$ cat src/rtl/adc_hold_pkg.sv
package adc_hold_pkg;
    typedef enum logic [0:0] {
        ST_OPEN = 1'b0,
        ST_HELD = 1'b1
    } hold_state_t;
endpackage

$ cat src/rtl/adc_cmp_unit.sv
module adc_cmp_unit #(
    parameter int RAW_W  = 10,
    parameter int BYTE_W = 8
) (
    input  logic             mode_10b,
    input  logic             cmp_en,
    input  logic             cmp_ge,
    input  logic [RAW_W-1:0] sample,
    input  logic [RAW_W-1:0] level,
    output logic             pass
);
    localparam int PAD_W = RAW_W - BYTE_W;

    logic [RAW_W-1:0] s_eff;
    logic [RAW_W-1:0] l_eff;
    logic             hit;

    // 8-bit mode compares only the low byte of both operands
    always_comb begin
        if (mode_10b) begin
            s_eff = sample;
            l_eff = level;
        end else begin
            s_eff = {{PAD_W{1'b0}}, sample[BYTE_W-1:0]};
            l_eff = {{PAD_W{1'b0}}, level[BYTE_W-1:0]};
        end
        hit  = cmp_ge ? (s_eff >= l_eff) : (s_eff < l_eff);
        pass = !cmp_en || hit;
    end
endmodule

$ cat src/rtl/adc_interlock_fsm.sv
module adc_interlock_fsm
    import adc_hold_pkg::*;
(
    input  logic        clk,
    input  logic        rst_n,
    input  logic        mode_10b,
    input  logic        mode_chg,
    input  logic        rd_hi,
    input  logic        rd_lo,
    output hold_state_t state
);
    hold_state_t state_nx;

    always_ff @(posedge clk or negedge rst_n) begin
        if (!rst_n) state <= ST_OPEN;
        else        state <= state_nx;
    end

    always_comb begin
        state_nx = state;
        unique case (state)
            ST_OPEN: if (!mode_chg && mode_10b && rd_hi) state_nx = ST_HELD;
            ST_HELD: if (mode_chg || rd_lo)              state_nx = ST_OPEN;
            default: state_nx = ST_OPEN;
        endcase
    end

    // in 8-bit mode the pair never stays locked
    a_r4_no_freeze_8b: assert property (@(posedge clk) disable iff (!rst_n)
        !mode_10b |=> state == ST_OPEN);

    // a mode change always releases the lock
    a_r5_release_on_mode: assert property (@(posedge clk) disable iff (!rst_n)
        mode_chg |=> state == ST_OPEN);
endmodule

$ cat src/rtl/adc_result_regs.sv
module adc_result_regs #(
    parameter int RAW_W  = 10,
    parameter int BYTE_W = 8
) (
    input  logic              clk,
    input  logic              rst_n,
    input  logic              accept,
    input  logic              mode_10b,
    input  logic              mode_chg,
    input  logic              rd_lo,
    input  logic [RAW_W-1:0]  sample,
    output logic [BYTE_W-1:0] lo_q,
    output logic [RAW_W-BYTE_W-1:0] hi_q,
    output logic              flag
);
    localparam int HI_W = RAW_W - BYTE_W;

    always_ff @(posedge clk or negedge rst_n) begin
        if (!rst_n) begin
            lo_q <= '0;
            hi_q <= '0;
        end else if (mode_chg) begin
            hi_q <= '0;
        end else if (accept) begin
            lo_q <= sample[BYTE_W-1:0];
            hi_q <= mode_10b ? sample[RAW_W-1:BYTE_W] : {HI_W{1'b0}};
        end
    end

    always_ff @(posedge clk or negedge rst_n) begin
        if (!rst_n)      flag <= 1'b0;
        else if (accept) flag <= 1'b1;
        else if (rd_lo)  flag <= 1'b0;
    end

    // a low-byte read with no new result clears the flag
    a_r9_flag_clear: assert property (@(posedge clk) disable iff (!rst_n)
        (rd_lo && !accept) |=> !flag);
endmodule

$ cat src/rtl/adc_result_hold.sv
module adc_result_hold
    import adc_hold_pkg::*;
#(
    parameter int RAW_W  = 10,
    parameter int BYTE_W = 8
) (
    input  logic              clk,
    input  logic              rst_n,
    input  logic              conv_done,
    input  logic [RAW_W-1:0]  conv_data,
    input  logic              mode_10b,
    input  logic              cfg_wr,
    input  logic              cfg_cmp_en,
    input  logic              cfg_cmp_ge,
    input  logic [RAW_W-1:0]  cfg_level,
    input  logic              bus_rd,
    input  logic              bus_sel_hi,
    output logic [BYTE_W-1:0] bus_rdata,
    output logic              conv_flag
);
    localparam int HI_W  = RAW_W - BYTE_W;
    localparam int PAD_W = BYTE_W - HI_W;

    logic             mode_q;
    logic             mode_chg;
    logic             cmp_en_q;
    logic             cmp_ge_q;
    logic [RAW_W-1:0] level_q;
    logic             cmp_pass;
    logic             accept;
    logic             rd_hi;
    logic             rd_lo;
    logic [BYTE_W-1:0] lo_q;
    logic [HI_W-1:0]  hi_q;
    hold_state_t      state;

    always_ff @(posedge clk or negedge rst_n) begin
        if (!rst_n) begin
            mode_q   <= 1'b0;
            cmp_en_q <= 1'b0;
            cmp_ge_q <= 1'b0;
            level_q  <= '0;
        end else begin
            mode_q <= mode_10b;
            if (cfg_wr) begin
                cmp_en_q <= cfg_cmp_en;
                cmp_ge_q <= cfg_cmp_ge;
                level_q  <= cfg_level;
            end
        end
    end

    always_comb begin
        mode_chg = mode_10b != mode_q;
        rd_hi    = bus_rd && bus_sel_hi;
        rd_lo    = bus_rd && !bus_sel_hi;
        accept   = conv_done && cmp_pass && !mode_chg && (state == ST_OPEN);
        bus_rdata = bus_sel_hi ? {{PAD_W{1'b0}}, hi_q} : lo_q;
    end

    adc_cmp_unit #(.RAW_W(RAW_W), .BYTE_W(BYTE_W)) u_cmp (
        .mode_10b (mode_10b),
        .cmp_en   (cmp_en_q),
        .cmp_ge   (cmp_ge_q),
        .sample   (conv_data),
        .level    (level_q),
        .pass     (cmp_pass)
    );

    adc_interlock_fsm u_fsm (
        .clk      (clk),
        .rst_n    (rst_n),
        .mode_10b (mode_10b),
        .mode_chg (mode_chg),
        .rd_hi    (rd_hi),
        .rd_lo    (rd_lo),
        .state    (state)
    );

    adc_result_regs #(.RAW_W(RAW_W), .BYTE_W(BYTE_W)) u_regs (
        .clk      (clk),
        .rst_n    (rst_n),
        .accept   (accept),
        .mode_10b (mode_10b),
        .mode_chg (mode_chg),
        .rd_lo    (rd_lo),
        .sample   (conv_data),
        .lo_q     (lo_q),
        .hi_q     (hi_q),
        .flag     (conv_flag)
    );

    // once settled in 8-bit mode the high byte is zero
    a_r2_hi_zero_8b: assert property (@(posedge clk) disable iff (!rst_n)
        (!mode_10b && !mode_chg) |-> hi_q == '0);

    // while locked, results do not move
    a_r3_frozen_hold: assert property (@(posedge clk) disable iff (!rst_n)
        (state == ST_HELD && !mode_chg) |=> ($stable(lo_q) && $stable(hi_q)));

    // a failed compare leaves the result untouched
    a_r8_miss_hold: assert property (@(posedge clk) disable iff (!rst_n)
        (conv_done && !cmp_pass && !mode_chg) |=> ($stable(lo_q) && $stable(hi_q)));
endmodule

$ cat config.mk
export PLATFORM = sky130hd
export DESIGN_NAME = adc_result_hold
export DESIGN_NICKNAME = d
export VERILOG_FILES = /design/src/rtl/adc_hold_pkg.sv /design/src/rtl/adc_cmp_unit.sv /design/src/rtl/adc_interlock_fsm.sv /design/src/rtl/adc_result_regs.sv /design/src/rtl/adc_result_hold.sv
export SDC_FILE = /design/constraint.sdc
export NUM_CORES = 1
export LEC_CHECK = 0
export BUFFER_PORTS_ARGS = -buffer_cell sky130_fd_sc_hd__buf_2
export CORE_MARGIN = 2
export CORE_UTILIZATION = 54
export CTS_BUF_LIST = sky130_fd_sc_hd__clkbuf_4 sky130_fd_sc_hd__clkbuf_8
export DETAILED_ROUTE_END_ITERATION = 7
export MAX_ROUTING_LAYER = met4
export PLACE_DENSITY = 0.82
export SLEW_MARGIN = 10
export SYNTH_ARGS = -nofsm -noshare
export SYNTH_HDL_FRONTEND = slang
export SYNTH_HIERARCHICAL = 1
export SYNTH_SLANG_ARGS = --single-unit
$ cat constraint.sdc
create_clock -name clk -period 3.2 [get_ports clk]
set_clock_uncertainty 0.1 [all_clocks]
set_input_delay 0.16 -clock clk [delete_from_list [all_inputs] [get_ports clk]]
set_output_delay 0.16 -clock clk [all_outputs]
set_load 0.005 [all_outputs]
# --- Yosys cells after proc, flatten, opt, wreduce, memory -nomap -nowiden ---
# Cells that the tools add are included.
totals:
  regBits: 25
  inputBits: 29
  elab_cells: 40
classes:
  order_cmp: 2
  eq_ne: 1
  mux: 12
  bitwise: 2
  n_reduce_logical: 15
op_table:
  columns: ["cell", "count"]
  rows:
  - ["10-bit two-way mux", 2]
  - ["10-bit >= comparator", 1]
  - ["10-bit < comparator", 1]
  - ["8-bit two-way mux", 1]
  - ["1-bit logical AND", 7]
  - ["2-bit two-way mux", 3]
  - ["1-bit two-way mux", 5]
  - ["2-bit nonzero test", 2]
  - ["1-bit logical NOT", 3]
  - ["1-bit logical OR", 2]
  - ["1-bit inverter", 2]
  - ["1-bit case mux with 2 select lines", 1]
  - ["2-bit AND reduction", 1]
  - ["1-bit != test", 1]

# --- Depth between registers and ports, before layout ---
depth:
  word_depth: 9
  ltp_mapped: 11
  ltp_nobuf: 10

# --- Cells and area by module ---
# The synthesis kept the hierarchy.
by_module_without_submodules:
  columns: ["mod", "n_inst", "cells_per_inst", "area_each_um2", "seq_area_each_um2"]
  rows:
  - ["adc_result_hold", 1, 40, 604.3, 325.3]
  - ["adc_result_regs", 1, 26, 456.7, 275.3]
  - ["adc_cmp_unit", 1, 40, 296.5, 0.0]
  - ["adc_interlock_fsm", 1, 4, 42.5, 25.0]

# --- Worst setup path after synthesis ---
# Ideal clock, no wire load.
synth_timing:
  kind: "register to register"
  startpoint: "reg level_q[5]"
  endpoint: "reg u_regs.lo_q[0]"
  arrival_time_ns: 2.351
  slack_ns: 0.624
  stages_incl_launch_ff: 12
  period_less_slack_ns: 2.576
  cell_sequence: "dfrtp_1 -> inv_1 -> ha_1 -> a21oi_2 -> o21ai_1 -> a2111oi_2 -> mux2i_1 -> nand2_1 -> nor3_1 -> nor2b_4 -> buf_6 -> mux2_4"
synth_between:
  elab_chain_len: 8
  word_cells_on_any_way: 9
synth_rtl:
  columns: ["element", "line_no", "text"]
  rows:
  - ["from (decl)", "adc_result_hold.sv:28", "logic [RAW_W-1:0] level_q;"]
  - ["from (signal assigned)", "adc_result_hold.sv:48", "level_q <= cfg_level;"]
  - ["10-bit two-way mux (*)", "adc_cmp_unit.sv:20", "if (mode_10b) begin"]
  - ["10-bit < comparator or 10-bit >= comparator (tied branches)", "adc_cmp_unit.sv:27", "hit = cmp_ge ? (s_eff >= l_eff) : (s_eff < l_eff);"]
  - ["1-bit two-way mux (*)", "adc_cmp_unit.sv:27", null]
  - ["1-bit logical OR (*)", "adc_cmp_unit.sv:28", "pass = !cmp_en || hit;"]
  - ["via cmp_pass", "adc_result_hold.sv:29", "logic cmp_pass;"]
  - ["1-bit logical AND (*) (3 in a row)", "adc_result_hold.sv:57", "accept = conv_done && cmp_pass && !mode_chg && (state == ST_OPEN);"]
  - ["via accept", "adc_result_hold.sv:30", "logic accept;"]
  - ["2-bit AND reduction (no line) (*)", null, null]
  - ["to (signal assigned)", "adc_result_regs.sv:25", "lo_q <= sample[BYTE_W-1:0];"]
  - ["to (decl)", "adc_result_regs.sv:12", "output logic [BYTE_W-1:0] lo_q,"]
# Mark *: on every way through the listed nets, which the timed path passes. The rest lies on a longest branch.
# A chain may end at the register's enable or synchronous reset.

# --- Worst setup path in the final report ---
layout_timing:
  startpoint: "in conv_data[8]"
  endpoint: "reg u_regs.lo_q[4]"
layout_between:
  elab_chain_len: 8
  word_cells_on_any_way: 9
layout_rtl:
  columns: ["element", "line_no", "text"]
  rows:
  - ["from (decl)", "adc_result_hold.sv:10", "input logic [RAW_W-1:0] conv_data,"]
  - ["10-bit two-way mux (*)", "adc_cmp_unit.sv:20", null]
  - ["10-bit < comparator or 10-bit >= comparator (tied branches)", "adc_cmp_unit.sv:27", null]
  - ["1-bit two-way mux (*)", "adc_cmp_unit.sv:27", null]
  - ["1-bit logical OR (*)", "adc_cmp_unit.sv:28", null]
  - ["via cmp_pass", "adc_result_hold.sv:29", null]
  - ["1-bit logical AND (*) (3 in a row)", "adc_result_hold.sv:57", null]
  - ["via accept", "adc_result_hold.sv:30", null]
  - ["2-bit AND reduction (no line) (*)", null, null]
# Marked as above.

==> summary.md <==
| Metric | Value |
|---|---|
| Status | `completed` |
| Maximum vdd drop | `about 330 uV` |
| Vias per inst | `5.06` |
| Endpoint class of the critical path | `flop` |
| Die area | `between 3000 and 4000 um2` |
| Inst Count DP | `between 150 and 200` |
| Worst Tran Pin Value | `about 540 ps` |
| Uppermost layer routed | `met4` |
| Post-layout nets | `approximately 210` |
| WHS Path Cells | `2` |
| Post-synth top area share | `0.447` |
| Async SR Flop Fraction | `1.00` |
| Worst Hold Class | `input port to flop` |
| Crit Path Category | `input port to flop` |
| GPL Wtd Cong | `0.732` |
| Clock share of power | `0.176` |
| Dominant cells by area after synthesis | `dfrtp_1 (45%), mux2_4 (19%), ha_1 (8.9%)` |
| #FFs+latches synth | `25` |
| Static Leak | `0.957 nW` |
| Area leader, netlist | `dfrtp_1` |
| Clock transition at path regs | `~130 ps` |
| Int Pwr | `608 uW` |
| Switching share of power | `0.265` |
| Rows | `18` |
| Final Non-Filler Cells | `between 200 and 250` |
| Seq pwr share | `0.497` |
| Clock Sinks | `25` |
| Final period util | `0.956` |
| Critical path launch point | `conv_data[8]` |
| Syn_area_per_cell | `12.7 um2` |
| Count leader, synth | `dfrtp_1` |
| Initial antenna violation count | `0` |
| Worst-Skew Late Latency | `310 ps` |
| Synth warnings | `6` |
| Die extent in x | `~55 um` |
| Syn Std Cell Area | `1400 um2` |
| FF-to-FF path depth | `11` |
| Area Overhead vs Synth | `34.3%` |
| Worst-case hold path end point | `u_regs/hi_q[1]` |
| Final Instance Area | `~1900 um2` |
| Die height | `54.9 um` |
| CTS buffer count | `3` |
| RSZ-0062 raised after global routing | `false` |
| R2R Path Start | `level_q[3]` |
| Fin crit period | `3060 ps` |
| I/O pin count | `38` |
| NetSw | `roughly 220 uW` |
| Global route overflow | `0` |
| Remaining antenna violation count | `0` |
| Post-Place Cell Area | `1600 um2` |
| Max-slew violations | `0` |
| Clk root buf | `clkbuf_4` |
| Tot GR Track Use | `0.220` |
| Worst rel slew slack | `0.637` |
| Sequential-to-total area share from yosys stat | `0.447` |
| Wirelength per Cell | `about 14 um` |
| DR WL met3 | `~120 um` |
| Reg2reg setup slack | `approximately 390 ps` |
| Max stage delay on crit path | `approximately 560 ps` |
| Gate power share | `0.327` |
| Max Cap Viol | `0` |
| Setup Viol. Count Final | `0` |
| Post-synth net total | `roughly 150` |
| Required time worst endpoint | `3310 ps` |
| Power Density | `~440 nW/um2` |
| Main synth FF type | `dfrtp_1` |
| CP Data Arrival Time | `3170 ps` |
| Slowest CP cell | `dlygate4sd3_1` |
| HPWL after detailed placement | `approximately 1900 um` |
| Total Wirelength | `approximately 2900 um` |
| Cell variety after synth | `25` |
| Util after Layout | `0.759` |
| Vias | `~1,000` |
| Largest net degree at the start of global routing | `26` |
| DR iter-0 viols | `8` |
| Number of synthesized flops with an enable pin | `0` |
| Max Fclk | `327 MHz` |
| Setup TNS | `0 ps` |
| 1st-pass router iterations | `4` |
| CTS max path bufs | `2` |
| ANT cells | `0` |
| Worst-path cell chain | `dlygate4sd3_1 > buf_2 > and2_1 > ha_1 > nand4_1 > a211oi_1 > a2111oi_2 > mux2i_1 > nand2_1 > nor3_2 > nor2b_4 > buf_12 > mux2_4` |
| Drc violations | `0` |
| Met2 routed WL | `~1500 um` |
| Startpoint types | `input port` |
| Synthesized instance count | `110` |
| Critical path peak fanout | `9` |
| Core box area | `about 2500 um2` |
| Initial Util | `0.565` |
| Port-buffer cells | `37` |
| Hold_sp | `conv_data[9]` |
| Metal1 wirelength | `between 1000 and 1500 um` |
| R2r endpoint | `u_regs/lo_q[4]` |
| Fraction of layout cells with a size suffix above 1 | `0.407` |
| CTS tree | `built` |
| Global-route wire length before repair | `4470 um` |
| Top cells by count, synth | `dfrtp_1 (25), mux2_4 (18), inv_1 (11)` |
| H-tree depth | `1` |
| Final Hold Fails | `0` |
| Number of global-route vias before repair | `around 1,000` |
## area by class of cell
cell class              count  area (um2)
flip-flops and latches     25         626
inverters                  11        41.3
repair buffers             61         435
clock buffers               4        30.0
fillers                   156         597
multi-input cells          71         711
well taps                  30        37.5
## cells by family (layout without fill, tap and decap cells)
family / count (synthesis) / count (layout) / share of synthesized area
flops: 25 / 25 / 0.447
fa+ha+maj: 10 / 10 / 0.0894
xor+xnor: 1 / 1 / 0.00626
simple gates: 25 / 25 / 0.100
compound gates: 12 / 12 / 0.0760
mux: 23 / 23 / 0.232
buf+inv: 14 / 76 / 0.0491
## layout by cell type, fill, tap and decap left out
cell type / instances
buf_2: 37
dfrtp_1: 25
dlygate4sd3_1: 23
mux2_4: 18
inv_1: 11
ha_1: 10
nor2b_1: 8
nand2_1: 5
mux2_2: 4
clkbuf_4: 4
nor2_1: 4
and2_1: 3
a32o_1: 3
nand4_1: 2
a21oi_2: 2
a211oi_1: 2
xor2_1: 1
nor3_2: 1
o311a_1: 1
o21ai_1: 1
nand2b_1: 1
o21ai_0: 1
a2111oi_2: 1
mux2i_1: 1
nor2b_4: 1
a21o_2: 1
buf_12: 1
## flip-flops by register name, indices dropped and copies added, names as in the netlist
| signal | flops |
|---|---|
| u_regs/flag | 1 |
| mode_q | 1 |
| cmp_en_q | 1 |
| u_regs/lo_q | 8 |
| u_regs/hi_q | 2 |
| u_fsm/state | 1 |
| level_q | 10 |
| cmp_ge_q | 1 |
## what timing repair did
action,in CTS,in global routing
resized for setup,0,1
buffers inserted,0,1
endpoints found under the hold margin,47,0
setup endpoints to repair,0,8
hold buffers,23,0
## per-layer routing
metal / vias up / track usage
li1: 507 / -
met3: 8 / 0.0269
met4: 0 / 0.142
met2: 33 / 0.351
met1: 474 / 0.264
met5: - / -
## metrics by stage
stage,hold slack (ps),total power [mW],setup WS (ps)
6_report,30.2,0.828,140
5_1_grt,8.49,0.880,42.9
4_1_cts,19.5,0.831,94.1
3_5_place_dp,78.9,0.661,220
3_3_place_gp,57.3,0.648,391
2_1_floorplan,-236,0.582,624
## worst max-delay path, delay by kind of cell
family	cells	cell delay, ps
adders and majority gates	1	300
buffers and inverters	3	850
muxes	2	540
AOI/OAI and AO/OA	2	470
and+or+nand+nor	5	860
## power groups by stage
| stage | logic (mW) | registers, mW | clock network [mW] |
|---|---|---|---|
| after global placement | 0.232 | 0.416 | 0 |
| after detailed placement | 0.241 | 0.420 | 0 |
| after floorplan | 0.176 | 0.405 | 0 |
| after global routing | 0.297 | 0.421 | 0.162 |
| final | 0.270 | 0.412 | 0.146 |
| after CTS | 0.265 | 0.413 | 0.153 |
## worst max path at each step
stage / to / slack, ps / cells after the start
floorplan: u_regs/lo_q[0] / 620 / 11
global placement: u_regs/lo_q[4] / 390 / 11
detailed placement: u_regs/lo_q[4] / 220 / 11
CTS: u_regs/lo_q[4] / 90 / 12
global route: u_regs/lo_q[4] / 40 / 13
finish: u_regs/lo_q[4] / 140 / 13
Note: power is estimated with default switching activity, not from simulation.
